===== src/rtl/cpu_entry_pkg.sv =====
package cpu_entry_pkg;
  localparam int ADDR_W = 16;
  localparam int DATA_W = 8;
  localparam int NSRC   = 4;

  // Source index is also the priority: lower index wins.
  typedef enum logic [1:0] {
    SRC_RST = 2'd0,
    SRC_NMI = 2'd1,
    SRC_IRQ = 2'd2,
    SRC_BRK = 2'd3
  } src_e;

  typedef enum logic [2:0] {
    SQ_IDLE,
    SQ_PICK,
    SQ_PUSH_H,
    SQ_PUSH_L,
    SQ_PUSH_P,
    SQ_VEC_L,
    SQ_VEC_H,
    SQ_LOAD
  } seq_e;

  // Status bit positions
  localparam int FL_Z   = 1;
  localparam int FL_I   = 2;
  localparam int FL_B   = 4;
  localparam int FL_ONE = 5;
endpackage


===== src/rtl/entry_arbiter.sv =====
module entry_arbiter
  import cpu_entry_pkg::*;
#(
  parameter int N  = NSRC,
  localparam int SW = (N > 1) ? $clog2(N) : 1
) (
  input  logic          clk,
  input  logic          rst_n,
  input  logic [N-1:0]  req,
  input  logic          take,
  output logic          any_pend,
  output logic [SW-1:0] sel
);
  logic [N-1:0] pend_q, pend_d, clr;

  // Lowest set index has the highest priority.
  always_comb begin
    sel = '0;
    for (int i = N - 1; i >= 0; i--) begin
      if (pend_q[i]) sel = SW'(i);
    end
  end

  always_comb begin
    clr = '0;
    if (take) clr[sel] = 1'b1;
    pend_d = (pend_q & ~clr) | req;
  end

  assign any_pend = |pend_q;

  always_ff @(posedge clk or negedge rst_n) begin
    if (!rst_n) pend_q <= '0;
    else        pend_q <= pend_d;
  end

  // a served request leaves the pending set
  p_clear_r2: assert property (@(posedge clk) disable iff (!rst_n)
    (take && req == '0) |=> ($countones(pend_q) + 1) == $countones($past(pend_q)));

  // the non-maskable request is never passed over by a lower one
  p_nmi_first_r2: assert property (@(posedge clk) disable iff (!rst_n)
    (take && pend_q[SRC_NMI]) |-> (sel <= SW'(SRC_NMI)));
endmodule


===== src/rtl/entry_fsm.sv =====
module entry_fsm
  import cpu_entry_pkg::*;
(
  input  logic clk,
  input  logic rst_n,
  input  logic any_pend,
  input  logic is_rst,
  output seq_e state,
  output logic take,
  output logic busy
);
  seq_e st_q, st_d;

  always_comb begin
    st_d = st_q;
    take = 1'b0;
    unique case (st_q)
      SQ_IDLE: begin
        if (any_pend) begin
          take = 1'b1;
          st_d = SQ_PICK;
        end
      end
      SQ_PICK:   st_d = is_rst ? SQ_PUSH_L : SQ_PUSH_H;
      SQ_PUSH_H: st_d = SQ_PUSH_L;
      SQ_PUSH_L: st_d = SQ_PUSH_P;
      SQ_PUSH_P: st_d = SQ_VEC_L;
      SQ_VEC_L:  st_d = SQ_VEC_H;
      SQ_VEC_H:  st_d = SQ_LOAD;
      SQ_LOAD:   st_d = SQ_IDLE;
      default:   st_d = SQ_IDLE;
    endcase
  end

  always_ff @(posedge clk or negedge rst_n) begin
    if (!rst_n) st_q <= SQ_IDLE;
    else        st_q <= st_d;
  end

  assign state = st_q;
  assign busy  = (st_q != SQ_IDLE);

  // the reset path skips exactly the high-byte slot
  p_rst_path_r8: assert property (@(posedge clk) disable iff (!rst_n)
    (st_q == SQ_PICK && is_rst) |=> st_q == SQ_PUSH_L);
endmodule


===== src/rtl/entry_datapath.sv =====
module entry_datapath
  import cpu_entry_pkg::*;
#(
  parameter logic [7:0]  STACK_PAGE = 8'h01,
  parameter logic [15:0] VEC_NMI    = 16'hFFFA,
  parameter logic [15:0] VEC_RST    = 16'hFFFC,
  parameter logic [15:0] VEC_IRQ    = 16'hFFFE,
  parameter int          CNT_W      = 4,
  localparam logic [CNT_W-1:0] CYC_RST = CNT_W'(6),
  localparam logic [CNT_W-1:0] CYC_INT = CNT_W'(7)
) (
  input  logic              clk,
  input  logic              rst_n,
  input  seq_e              state,
  input  logic              take,
  input  src_e              sel,
  input  logic [ADDR_W-1:0] pc_in,
  input  logic [DATA_W-1:0] sp_in,
  input  logic [DATA_W-1:0] st_in,
  input  logic [DATA_W-1:0] mem_rdata,
  output logic              is_rst,
  output logic [ADDR_W-1:0] mem_addr,
  output logic [DATA_W-1:0] mem_wdata,
  output logic              mem_we,
  output logic [ADDR_W-1:0] pc_out,
  output logic [DATA_W-1:0] sp_out,
  output logic [DATA_W-1:0] st_out,
  output logic              done,
  output logic [CNT_W-1:0]  cycles
);
  src_e              src_q, src_d;
  logic              skip_q, skip_d;
  logic [ADDR_W-1:0] pc_q, pc_d;
  logic [DATA_W-1:0] sp_q, sp_d, st_q, st_d, lo_q, lo_d;
  logic              done_q, done_d;
  logic [CNT_W-1:0]  cnt_q, cnt_d, cost_q, cost_d;

  logic              hw_push, brk_now, brk_sel;
  logic [ADDR_W-1:0] vec_base;
  logic [DATA_W-1:0] push_st;

  assign is_rst   = (src_q == SRC_RST);
  assign brk_now  = (src_q == SRC_BRK);
  assign brk_sel  = (sel == SRC_BRK);
  assign hw_push  = !is_rst && !skip_q;
  assign vec_base = (src_q == SRC_NMI) ? VEC_NMI :
                    (src_q == SRC_RST) ? VEC_RST : VEC_IRQ;
  assign push_st  = {st_q[7:6], 1'b1, brk_now, st_q[3:0]};

  // Memory port
  always_comb begin
    mem_addr  = {STACK_PAGE, sp_q};
    mem_wdata = '0;
    mem_we    = 1'b0;
    unique case (state)
      SQ_PUSH_H: begin mem_we = hw_push; mem_wdata = pc_q[15:8]; end
      SQ_PUSH_L: begin mem_we = hw_push; mem_wdata = pc_q[7:0];  end
      SQ_PUSH_P: begin mem_we = hw_push; mem_wdata = push_st;    end
      SQ_VEC_L:  mem_addr = vec_base;
      SQ_VEC_H:  mem_addr = vec_base + 16'd1;
      default:   mem_addr = {STACK_PAGE, sp_q};
    endcase
  end

  // Next-state of the context registers
  always_comb begin
    src_d  = src_q;
    skip_d = skip_q;
    pc_d   = pc_q;
    sp_d   = sp_q;
    st_d   = st_q;
    lo_d   = lo_q;
    done_d = 1'b0;
    cnt_d  = cnt_q;
    cost_d = cost_q;
    if (take) begin
      src_d  = sel;
      skip_d = (sel == SRC_IRQ) && st_in[FL_I];
      pc_d   = pc_in + {{(ADDR_W-1){1'b0}}, brk_sel};
      sp_d   = sp_in;
      st_d   = st_in | (8'h01 << FL_ONE);
      cnt_d  = CNT_W'(1);
    end else if (state != SQ_IDLE) begin
      cnt_d = cnt_q + CNT_W'(1);
      if (mem_we) sp_d = sp_q - 8'd1;
      if (state == SQ_VEC_H) lo_d = mem_rdata;
      if (state == SQ_LOAD) begin
        done_d = 1'b1;
        cost_d = cnt_q;
        if (is_rst) begin
          pc_d = {mem_rdata, lo_q};
          sp_d = 8'hFF;
          st_d = st_q | (8'h01 << FL_I) | (8'h01 << FL_Z);
        end else if (!skip_q) begin
          pc_d = {mem_rdata, lo_q};
          st_d = push_st | (8'h01 << FL_I);
        end
      end
    end
  end

  always_ff @(posedge clk or negedge rst_n) begin
    if (!rst_n) begin
      src_q  <= SRC_RST;
      skip_q <= 1'b0;
      pc_q   <= '0;
      sp_q   <= '0;
      st_q   <= 8'h20;
      lo_q   <= '0;
      done_q <= 1'b0;
      cnt_q  <= '0;
      cost_q <= '0;
    end else begin
      src_q  <= src_d;
      skip_q <= skip_d;
      pc_q   <= pc_d;
      sp_q   <= sp_d;
      st_q   <= st_d;
      lo_q   <= lo_d;
      done_q <= done_d;
      cnt_q  <= cnt_d;
      cost_q <= cost_d;
    end
  end

  assign pc_out = pc_q;
  assign sp_out = sp_q;
  assign st_out = st_q;
  assign done   = done_q;
  assign cycles = cost_q;

  p_stack_page_r4: assert property (@(posedge clk) disable iff (!rst_n)
    mem_we |-> mem_addr[15:8] == STACK_PAGE);

  p_sp_dec_r4: assert property (@(posedge clk) disable iff (!rst_n)
    mem_we |=> sp_q == $past(sp_q) - 8'd1);

  p_masked_quiet_r3: assert property (@(posedge clk) disable iff (!rst_n)
    (skip_q && state != SQ_IDLE) |-> !mem_we);

  p_masked_pc_r3: assert property (@(posedge clk) disable iff (!rst_n)
    (skip_q && state != SQ_IDLE) |=> $stable(pc_q));

  p_rst_quiet_r7: assert property (@(posedge clk) disable iff (!rst_n)
    (is_rst && state != SQ_IDLE) |-> !mem_we);

  p_rst_ctx_r7: assert property (@(posedge clk) disable iff (!rst_n)
    (done_q && is_rst) |-> (sp_q == 8'hFF && st_q[FL_I] && st_q[FL_Z]));

  p_cost_r8: assert property (@(posedge clk) disable iff (!rst_n)
    done_q |-> cost_q == (is_rst ? CYC_RST : CYC_INT));

  p_bit5_r9: assert property (@(posedge clk) disable iff (!rst_n)
    st_q[FL_ONE] && (!(mem_we && state == SQ_PUSH_P) || mem_wdata[FL_ONE]));

  p_pushed_b_r5: assert property (@(posedge clk) disable iff (!rst_n)
    (mem_we && state == SQ_PUSH_P) |-> mem_wdata[FL_B] == brk_now);

  p_done_pulse_r10: assert property (@(posedge clk) disable iff (!rst_n)
    done_q |=> !done_q);
endmodule


===== src/rtl/cpu_entry_seq.sv =====
module cpu_entry_seq
  import cpu_entry_pkg::*;
#(
  parameter logic [7:0]  STACK_PAGE = 8'h01,
  parameter logic [15:0] VEC_NMI    = 16'hFFFA,
  parameter logic [15:0] VEC_RST    = 16'hFFFC,
  parameter logic [15:0] VEC_IRQ    = 16'hFFFE,
  parameter int          CNT_W      = 4
) (
  input  logic              clk,
  input  logic              rst_n,
  input  logic              req_reset,
  input  logic              req_nmi,
  input  logic              req_irq,
  input  logic              brk_go,
  input  logic [ADDR_W-1:0] pc_in,
  input  logic [DATA_W-1:0] sp_in,
  input  logic [DATA_W-1:0] st_in,
  input  logic [DATA_W-1:0] mem_rdata,
  output logic [ADDR_W-1:0] mem_addr,
  output logic [DATA_W-1:0] mem_wdata,
  output logic              mem_we,
  output logic [ADDR_W-1:0] pc_out,
  output logic [DATA_W-1:0] sp_out,
  output logic [DATA_W-1:0] st_out,
  output logic              busy,
  output logic              done,
  output logic [CNT_W-1:0]  cycles
);
  // Reset: asserted asynchronously, released on the clock
  logic rs_meta, rs_n;
  always_ff @(posedge clk or negedge rst_n) begin
    if (!rst_n) begin
      rs_meta <= 1'b0;
      rs_n    <= 1'b0;
    end else begin
      rs_meta <= 1'b1;
      rs_n    <= rs_meta;
    end
  end

  logic [NSRC-1:0] req_vec;
  logic [1:0]      sel_idx;
  logic            any_pend, take, is_rst;
  seq_e            state;

  // Index order equals priority order (src_e)
  assign req_vec = {brk_go, req_irq, req_nmi, req_reset};

  entry_arbiter #(.N(NSRC)) u_arb (
    .clk      (clk),
    .rst_n    (rs_n),
    .req      (req_vec),
    .take     (take),
    .any_pend (any_pend),
    .sel      (sel_idx)
  );

  entry_fsm u_fsm (
    .clk      (clk),
    .rst_n    (rs_n),
    .any_pend (any_pend),
    .is_rst   (is_rst),
    .state    (state),
    .take     (take),
    .busy     (busy)
  );

  entry_datapath #(
    .STACK_PAGE (STACK_PAGE),
    .VEC_NMI    (VEC_NMI),
    .VEC_RST    (VEC_RST),
    .VEC_IRQ    (VEC_IRQ),
    .CNT_W      (CNT_W)
  ) u_dp (
    .clk       (clk),
    .rst_n     (rs_n),
    .state     (state),
    .take      (take),
    .sel       (src_e'(sel_idx)),
    .pc_in     (pc_in),
    .sp_in     (sp_in),
    .st_in     (st_in),
    .mem_rdata (mem_rdata),
    .is_rst    (is_rst),
    .mem_addr  (mem_addr),
    .mem_wdata (mem_wdata),
    .mem_we    (mem_we),
    .pc_out    (pc_out),
    .sp_out    (sp_out),
    .st_out    (st_out),
    .done      (done),
    .cycles    (cycles)
  );
endmodule


===== config.mk =====
export PLATFORM = sky130hd
export DESIGN_NAME = cpu_entry_seq
export DESIGN_NICKNAME = d
export VERILOG_FILES = /design/src/rtl/cpu_entry_pkg.sv /design/src/rtl/entry_arbiter.sv /design/src/rtl/entry_fsm.sv /design/src/rtl/entry_datapath.sv /design/src/rtl/cpu_entry_seq.sv
export SDC_FILE = /design/constraint.sdc
export NUM_CORES = 1
export LEC_CHECK = 0
export BUFFER_PORTS_ARGS = -buffer_cell sky130_fd_sc_hd__buf_2
export CAP_MARGIN = 5
export CORE_MARGIN = 2
export CORE_UTILIZATION = 50
export CTS_BUF_LIST = sky130_fd_sc_hd__clkbuf_2 sky130_fd_sc_hd__clkbuf_4 sky130_fd_sc_hd__clkbuf_8
export CTS_CLUSTER_SIZE = 8
export DETAILED_ROUTE_END_ITERATION = 12
export MAX_ROUTING_LAYER = met4
export PLACE_DENSITY_LB_ADDON = 0.1
export SLEW_MARGIN = 30
export SYNTH_ARGS = -nofsm -noshare
export SYNTH_HDL_FRONTEND = slang
export SYNTH_HIERARCHICAL = 1
export SYNTH_SLANG_ARGS = --single-unit

===== constraint.sdc =====
create_clock -name clk -period 2.3 [get_ports clk]
set_input_delay 0.46 -clock clk [delete_from_list [all_inputs] [get_ports clk]]
set_output_delay 0.46 -clock clk [all_outputs]
set_load 0.03 [all_outputs]

# Word level (Yosys, flattened, before mapping)
# Cells that the tools add are included.
totals:
  inputBits: 46
  ff_bits: 61
classes:
  n_mux: 37
  addsub: 4
  magnitude_cmp: 2
  reduce_logical: 18
  bitwise_logic: 4
  eq_ne: 15
op_table:
  columns: ["cell", "count"]
  rows:
  - ["16-bit 2-to-1 mux", 6]
  - ["8-bit 2-to-1 mux", 9]
  - ["16-bit one-hot mux with 2 select lines", 1]
  - ["3-bit one-hot mux with 8 select lines", 1]
  - ["8-bit one-hot mux with 3 select lines", 1]
  - ["16-bit by 1-bit adder with 16-bit output", 1]
  - ["16-bit by 1-bit adder with 16-bit output (second input constant)", 1]
  - ["3-bit equality test (second input constant)", 4]
  - ["4-bit 2-to-1 mux", 3]
  - ["3-bit AND reduction", 4]
  - ["2-bit 2-to-1 mux", 5]
  - ["1-bit 2-to-1 mux", 8]
  - ["8-bit by 1-bit subtractor with 8-bit output (second input constant)", 1]
  - ["2-bit equality test (second input constant)", 3]
  - ["3-bit by 2-bit equality test with 1-bit output (second input constant)", 2]
  - ["6-bit 2-to-1 mux", 1]
  - ["2-bit inequality test (second input constant)", 3]
  - ["2-bit nonzero test", 3]
  - ["4-bit by 1-bit adder with 4-bit output (second input constant)", 1]
  - ["4-bit bitwise AND", 1]
  - ["4-bit inverter", 1]
  - ["4-bit bitwise OR", 1]
  - ["4-bit AND reduction", 1]
  - ["4-bit OR reduction", 1]
  - ["14 further kinds", 17]

# Depth between registers and ports, before layout
depth:
  ltp_word: 12
  mapped_depth: 11
  depth_no_buf: 10

# Cells and area by module
# Netlist, hierarchy kept.
modules_own_cells:
  columns: ["module", "area_per_inst_um2", "cells_per_inst", "instances"]
  rows:
  - ["entry_datapath", 2859.0, 275, 1]
  - ["entry_arbiter", 191.4, 19, 1]
  - ["entry_fsm", 135.1, 12, 1]
  - ["cpu_entry_seq", 53.8, 3, 1]

# Least setup slack after synthesis
# Ideal clock, no wire load.
synth_timing:
  kind: "register to register"
  startpoint: "register u_fsm.st_q[2] (netlist: u_fsm/state[2])"
  endpoint: "register u_dp.pc_q[10] (netlist: u_dp/pc_out[10])"
  setup_slack_ns: -0.110
  path_stages_with_launch: 10
  setup_ns: 0.127
  path_buffers: 2
  arrival_ns: 2.283
  period_less_slack_ns: 2.410
  t_required_ns: 2.173
  path_cell_list: "dfrtp_1 > or3_4 > nor2_2 > clkbuf_1 > inv_1 > o21a_1 > and2_1 > clkbuf_1 > a222oi_1 > inv_1"
synth_between:
  elab_cells_between_ends: 9
  classes_between: "eq/ne: 2; mux: 2; reduce/logical: 5"
synth_rtl:
  columns: ["item", "line", "text"]
  rows:
  - ["start: declaration", "entry_fsm.sv:12", "seq_e st_q, st_d;"]
  - ["start signal: assignment", "entry_fsm.sv:37", "else st_q <= st_d;"]
  - ["3-bit nonzero test", null, null]
  - ["via busy", "cpu_entry_seq.sv:26", "output logic busy,"]
  - ["2-bit nonzero test (no line)", null, null]
  - ["3-bit AND reduction (no line)", null, null]
  - ["end signal: assignment", "entry_datapath.sv:116", "pc_q <= pc_d;"]
  - ["end: declaration", "entry_datapath.sv:33", "logic [ADDR_W-1:0] pc_q, pc_d;"]
# The timed path passes the listed nets, and every way through them passes these cells.
# A chain may end at the register's enable or synchronous reset.

# Worst setup path in the final report
layout_timing:
  startpoint: "register u_fsm.st_q[0] (netlist: u_fsm/state[0])"
  endpoint: "output mem_we"
layout_between:
  elab_chain_cells: 3
  elab_cells_between_ends: 5
  classes_between: "eq/ne: 3; mux: 1; reduce/logical: 1"
layout_lines:
  columns: ["item", "line", "text"]
  rows:
  - ["3-bit by 2-bit equality test with 1-bit output or 3-bit equality test (tied branches)", "entry_datapath.sv:55", "unique case (state)"]
  - ["3-bit OR reduction (no line) (*)", null, null]
  - ["1-bit 2-to-1 mux (*)", "entry_datapath.sv:55", null]
  - ["end: declaration", "cpu_entry_seq.sv:22", "output logic mem_we,"]
# Mark *: on every way between the ends. The rest lies on a longest branch, timed or not.

==> reports/results.tsv <==
metric	value	unit
avgSynthCellArea	10.5	µm²
slowest_stage	or3b_4	
synth_top_cell_by_area	dfrtp_1	
nFillCells	543	
crit_arrival	1790	ps
powerDensity	1610	nW/µm²
gp_congestion	0.794	
async_flop_share	100	%
maxCapViolations	0	
worst_slew_pin_slew	790	ps
rsz0062_at_grt	true	
seqPwrFrac	28.5	%
n_antenna_cell	0	
crit_path_start_kind	register	
grt.met2_usage	35.4	%
yosysTopAreaCellShare	46.3	%
busiest_layer	met2	
die_h	84.5	µm
synth-seq-area-share	47.2	%
ys_ff_latch	61	
yosys_warnings	6	
ios	109	
root_buffer	clkbuf_8	
grt_antenna_before_repair	0	
wirelength	8080	µm
cp.required	1840	ps
io_buffers	106	
critical-path-max-stage-delay	420	ps
setup-tns-final	0	ps
synth_edf_count	0	
setup_viol	0	
vias	2765	
synth.distinct_cells	53	
final_nets	471	
grt_pass1_wl	12700	µm
synthFlopType	dfrtp_1	
status	finished clean	
syn-num-nets	359	
path_max_fanout	9	
max_freq	445	MHz
place_area	3850	µm²
synthesis.area	3240	µm²
crit_chain	buf_6 -> or3b_4 -> a211oi_2 -> buf_4 -> buf_6	
internal_power	3.40	mW
met1_usage	31.3	%
drc	0	
synth_area_leaders	dfrtp_1, mux2_2, xor2_1, o21ai_0, mux2i_1	
htree_levels	3	
switching_share	48.8	%
grt_max_degree	36	
synthCells	309	
std_cell_rows	29	
drt-wirelength-per-cell	16.1	µm
min_period	2250	ps
routed_via_density	5.50	
core_area	6310	µm²
fin_crit_sh	97.7	%
hold_violations	0	
p_clk_share	14.1	%
clockBufferDepth	2	
crit_type	register to output pin	
dr.first_iter.drc_count	149	
syn_to_final_growth	27.5	%
register_area	1530	µm²
worstRegToRegCells	5	
stdcell_area	4130	µm²
grtUsageTotal	23.3	%
combPwrFrac	57.4	%
min_path_type	register to asynchronous set/reset pin	
fin_skew	8.75	ps
end_kind	output pin	
p_sw	3.24	mW
cpMostUsedCell	buf_6	
clk_pin_slew	70	ps
relSlewSlack	47.0	%
cts_tree	yes	
use_met3	4.42	%
overflow	0	
vdd_ir_drop_max	0.00125	V
drtAntennaViolNets	0	
final_max_slew_viol_count	0	
drive_gt1_share	41.5	%
chipWidth	84.5	µm
multi_input_area	1570	µm²
post-route-util	65.4	%
start_util	51.3	%
p_total	6.64	mW
clock_sinks	61	
hold_slack	282	ps
clk_latency	340	ps
drtPass1Iterations	4	
place_hpwl	5850	µm
cts_made_buffers	9	
dieArea	7140	µm²
grt_pass1_vias	2597	
p_leak	1.95	nW
flip-flops by register name, indices dropped and copies added, names as in the netlist:
signal and count:
rs_meta 1, rs_n 1, u_arb/pend_q 4, u_dp/cnt_q 4, u_dp/cycles 4, u_dp/done 1
u_dp/lo_q 8, u_dp/pc_out 16, u_dp/skip_q 1, u_dp/sp_out 8, u_dp/src_q 2, u_dp/st_out 8
u_fsm/state 3
cell type report:
| class | instances | share of cell area (%) |
|---|---|---|
| sequential | 61 | 37.0 |
| clock buffer | 11 | 3.36 |
| inverter | 15 | 1.36 |
| tap | 77 | 2.33 |
| clock inverter | 5 | 1.27 |
| multi-input combinational | 211 | 37.9 |
| timing repair buffer | 123 | 16.7 |
metrics by stage:
stage / worst slack [ps] / std cells
global placement: 109 / 483
finish: 53.9 / 503
CTS: 19.8 / 501
floorplan: 14.5 / 309
detailed placement: 90.7 / 483
global route: -29.0 / 503
final timing paths:
check,slack [ps],startpoint,endpoint
worst max-delay path,50,u_fsm/state[0],mem_we
worst min-delay path,280,rs_n,u_dp/st_out[6]
worst max register to register,120,u_fsm/state[1],u_arb/pend_q[2]
worst min register to register,280,rs_n,u_dp/st_out[6]
max in group asynchronous,1340,rs_n,u_dp/st_out[5]
min in group clk,300,req_irq,u_arb/pend_q[2]
cell families after synthesis:
kind of cell    Yosys count  share of synthesized area, %
compound gates           64                          14.3
xor+xnor                 26                          7.03
fa+ha+maj                 4                          1.55
buf+inv                  37                          5.68
flops                    61                          47.2
mux                      28                          9.39
other cells               2                         0.232
simple gates             87                          14.6
metal layers:
metal  vias up  wire, µm
met5         -         0
met3         8       485
met1      1347      3650
met2        96      3870
li1       1314         -
met4         0        83
cells in the mapped netlist (all sizes together), types with 3 or more instances:
library cell,count
xor2,19
nand2b,11
a21o,4
nand4,5
a22oi,5
mux2i,9
dfrtp,60
mux2,19
clkbuf,9
inv,15
a222oi,4
xnor2,7
o21ai,23
a32oi,5
nand3,10
ha,4
buf,13
nor3,6
a21oi,4
and3,3
a211oi,3
a2bb2oi,7
nand2,22
nor2,15
placed cells by master, fill, tap and decap left out, types with 2 or more instances in the layout:
master	instances
o21ai_0	23
nor3_2	2
dfrtp_1	59
nand4b_1	2
conb_1	2
clkbuf_8	9
o221a_2	2
buf_6	4
a222oi_1	4
a2bb2oi_1	7
nand2_1	22
ha_1	3
and4_1	2
buf_4	12
o22ai_1	2
and2_1	2
a32oi_1	5
xnor2_1	7
a22oi_1	5
and3_1	3
nand3_1	10
clkinv_2	3
xor2_1	19
mux2_2	19
nand4_1	4
a21o_1	3
nand2b_1	10
inv_1	15
nor3_1	4
a21oi_1	3
buf_2	105
mux2i_1	9
nor2_1	13
clkbuf_4	2
worst max-delay path: cells and delay by family (launching register included):
kind | cells | cell delay (ps)
buffers and inverters | 3 | 420
and+or+nand+nor | 1 | 420
DFF | 1 | 390
AOI/OAI and AO/OA | 1 | 220
repair_timing:
item	4_1_cts	5_1_grt
hold buffers	1	0
buffers inserted	1	2
endpoints found under the setup margin	6	18
pin swaps	0	4
resized for setup	2	10
hold endpoints to repair	2	0
power groups by stage:
| stage | clock network, mW | logic [mW] | registers (mW) |
|---|---|---|---|
| 3_5_place_dp | 0 | 3.73 | 1.90 |
| 2_1_floorplan | 0 | 2.25 | 2.42 |
| 3_3_place_gp | 0 | 3.69 | 1.88 |
| 5_1_grt | 1.00 | 4.07 | 1.96 |
| 4_1_cts | 0.953 | 3.75 | 1.88 |
| 6_report | 0.939 | 3.81 | 1.89 |
(Power assumes the default switching activity.)
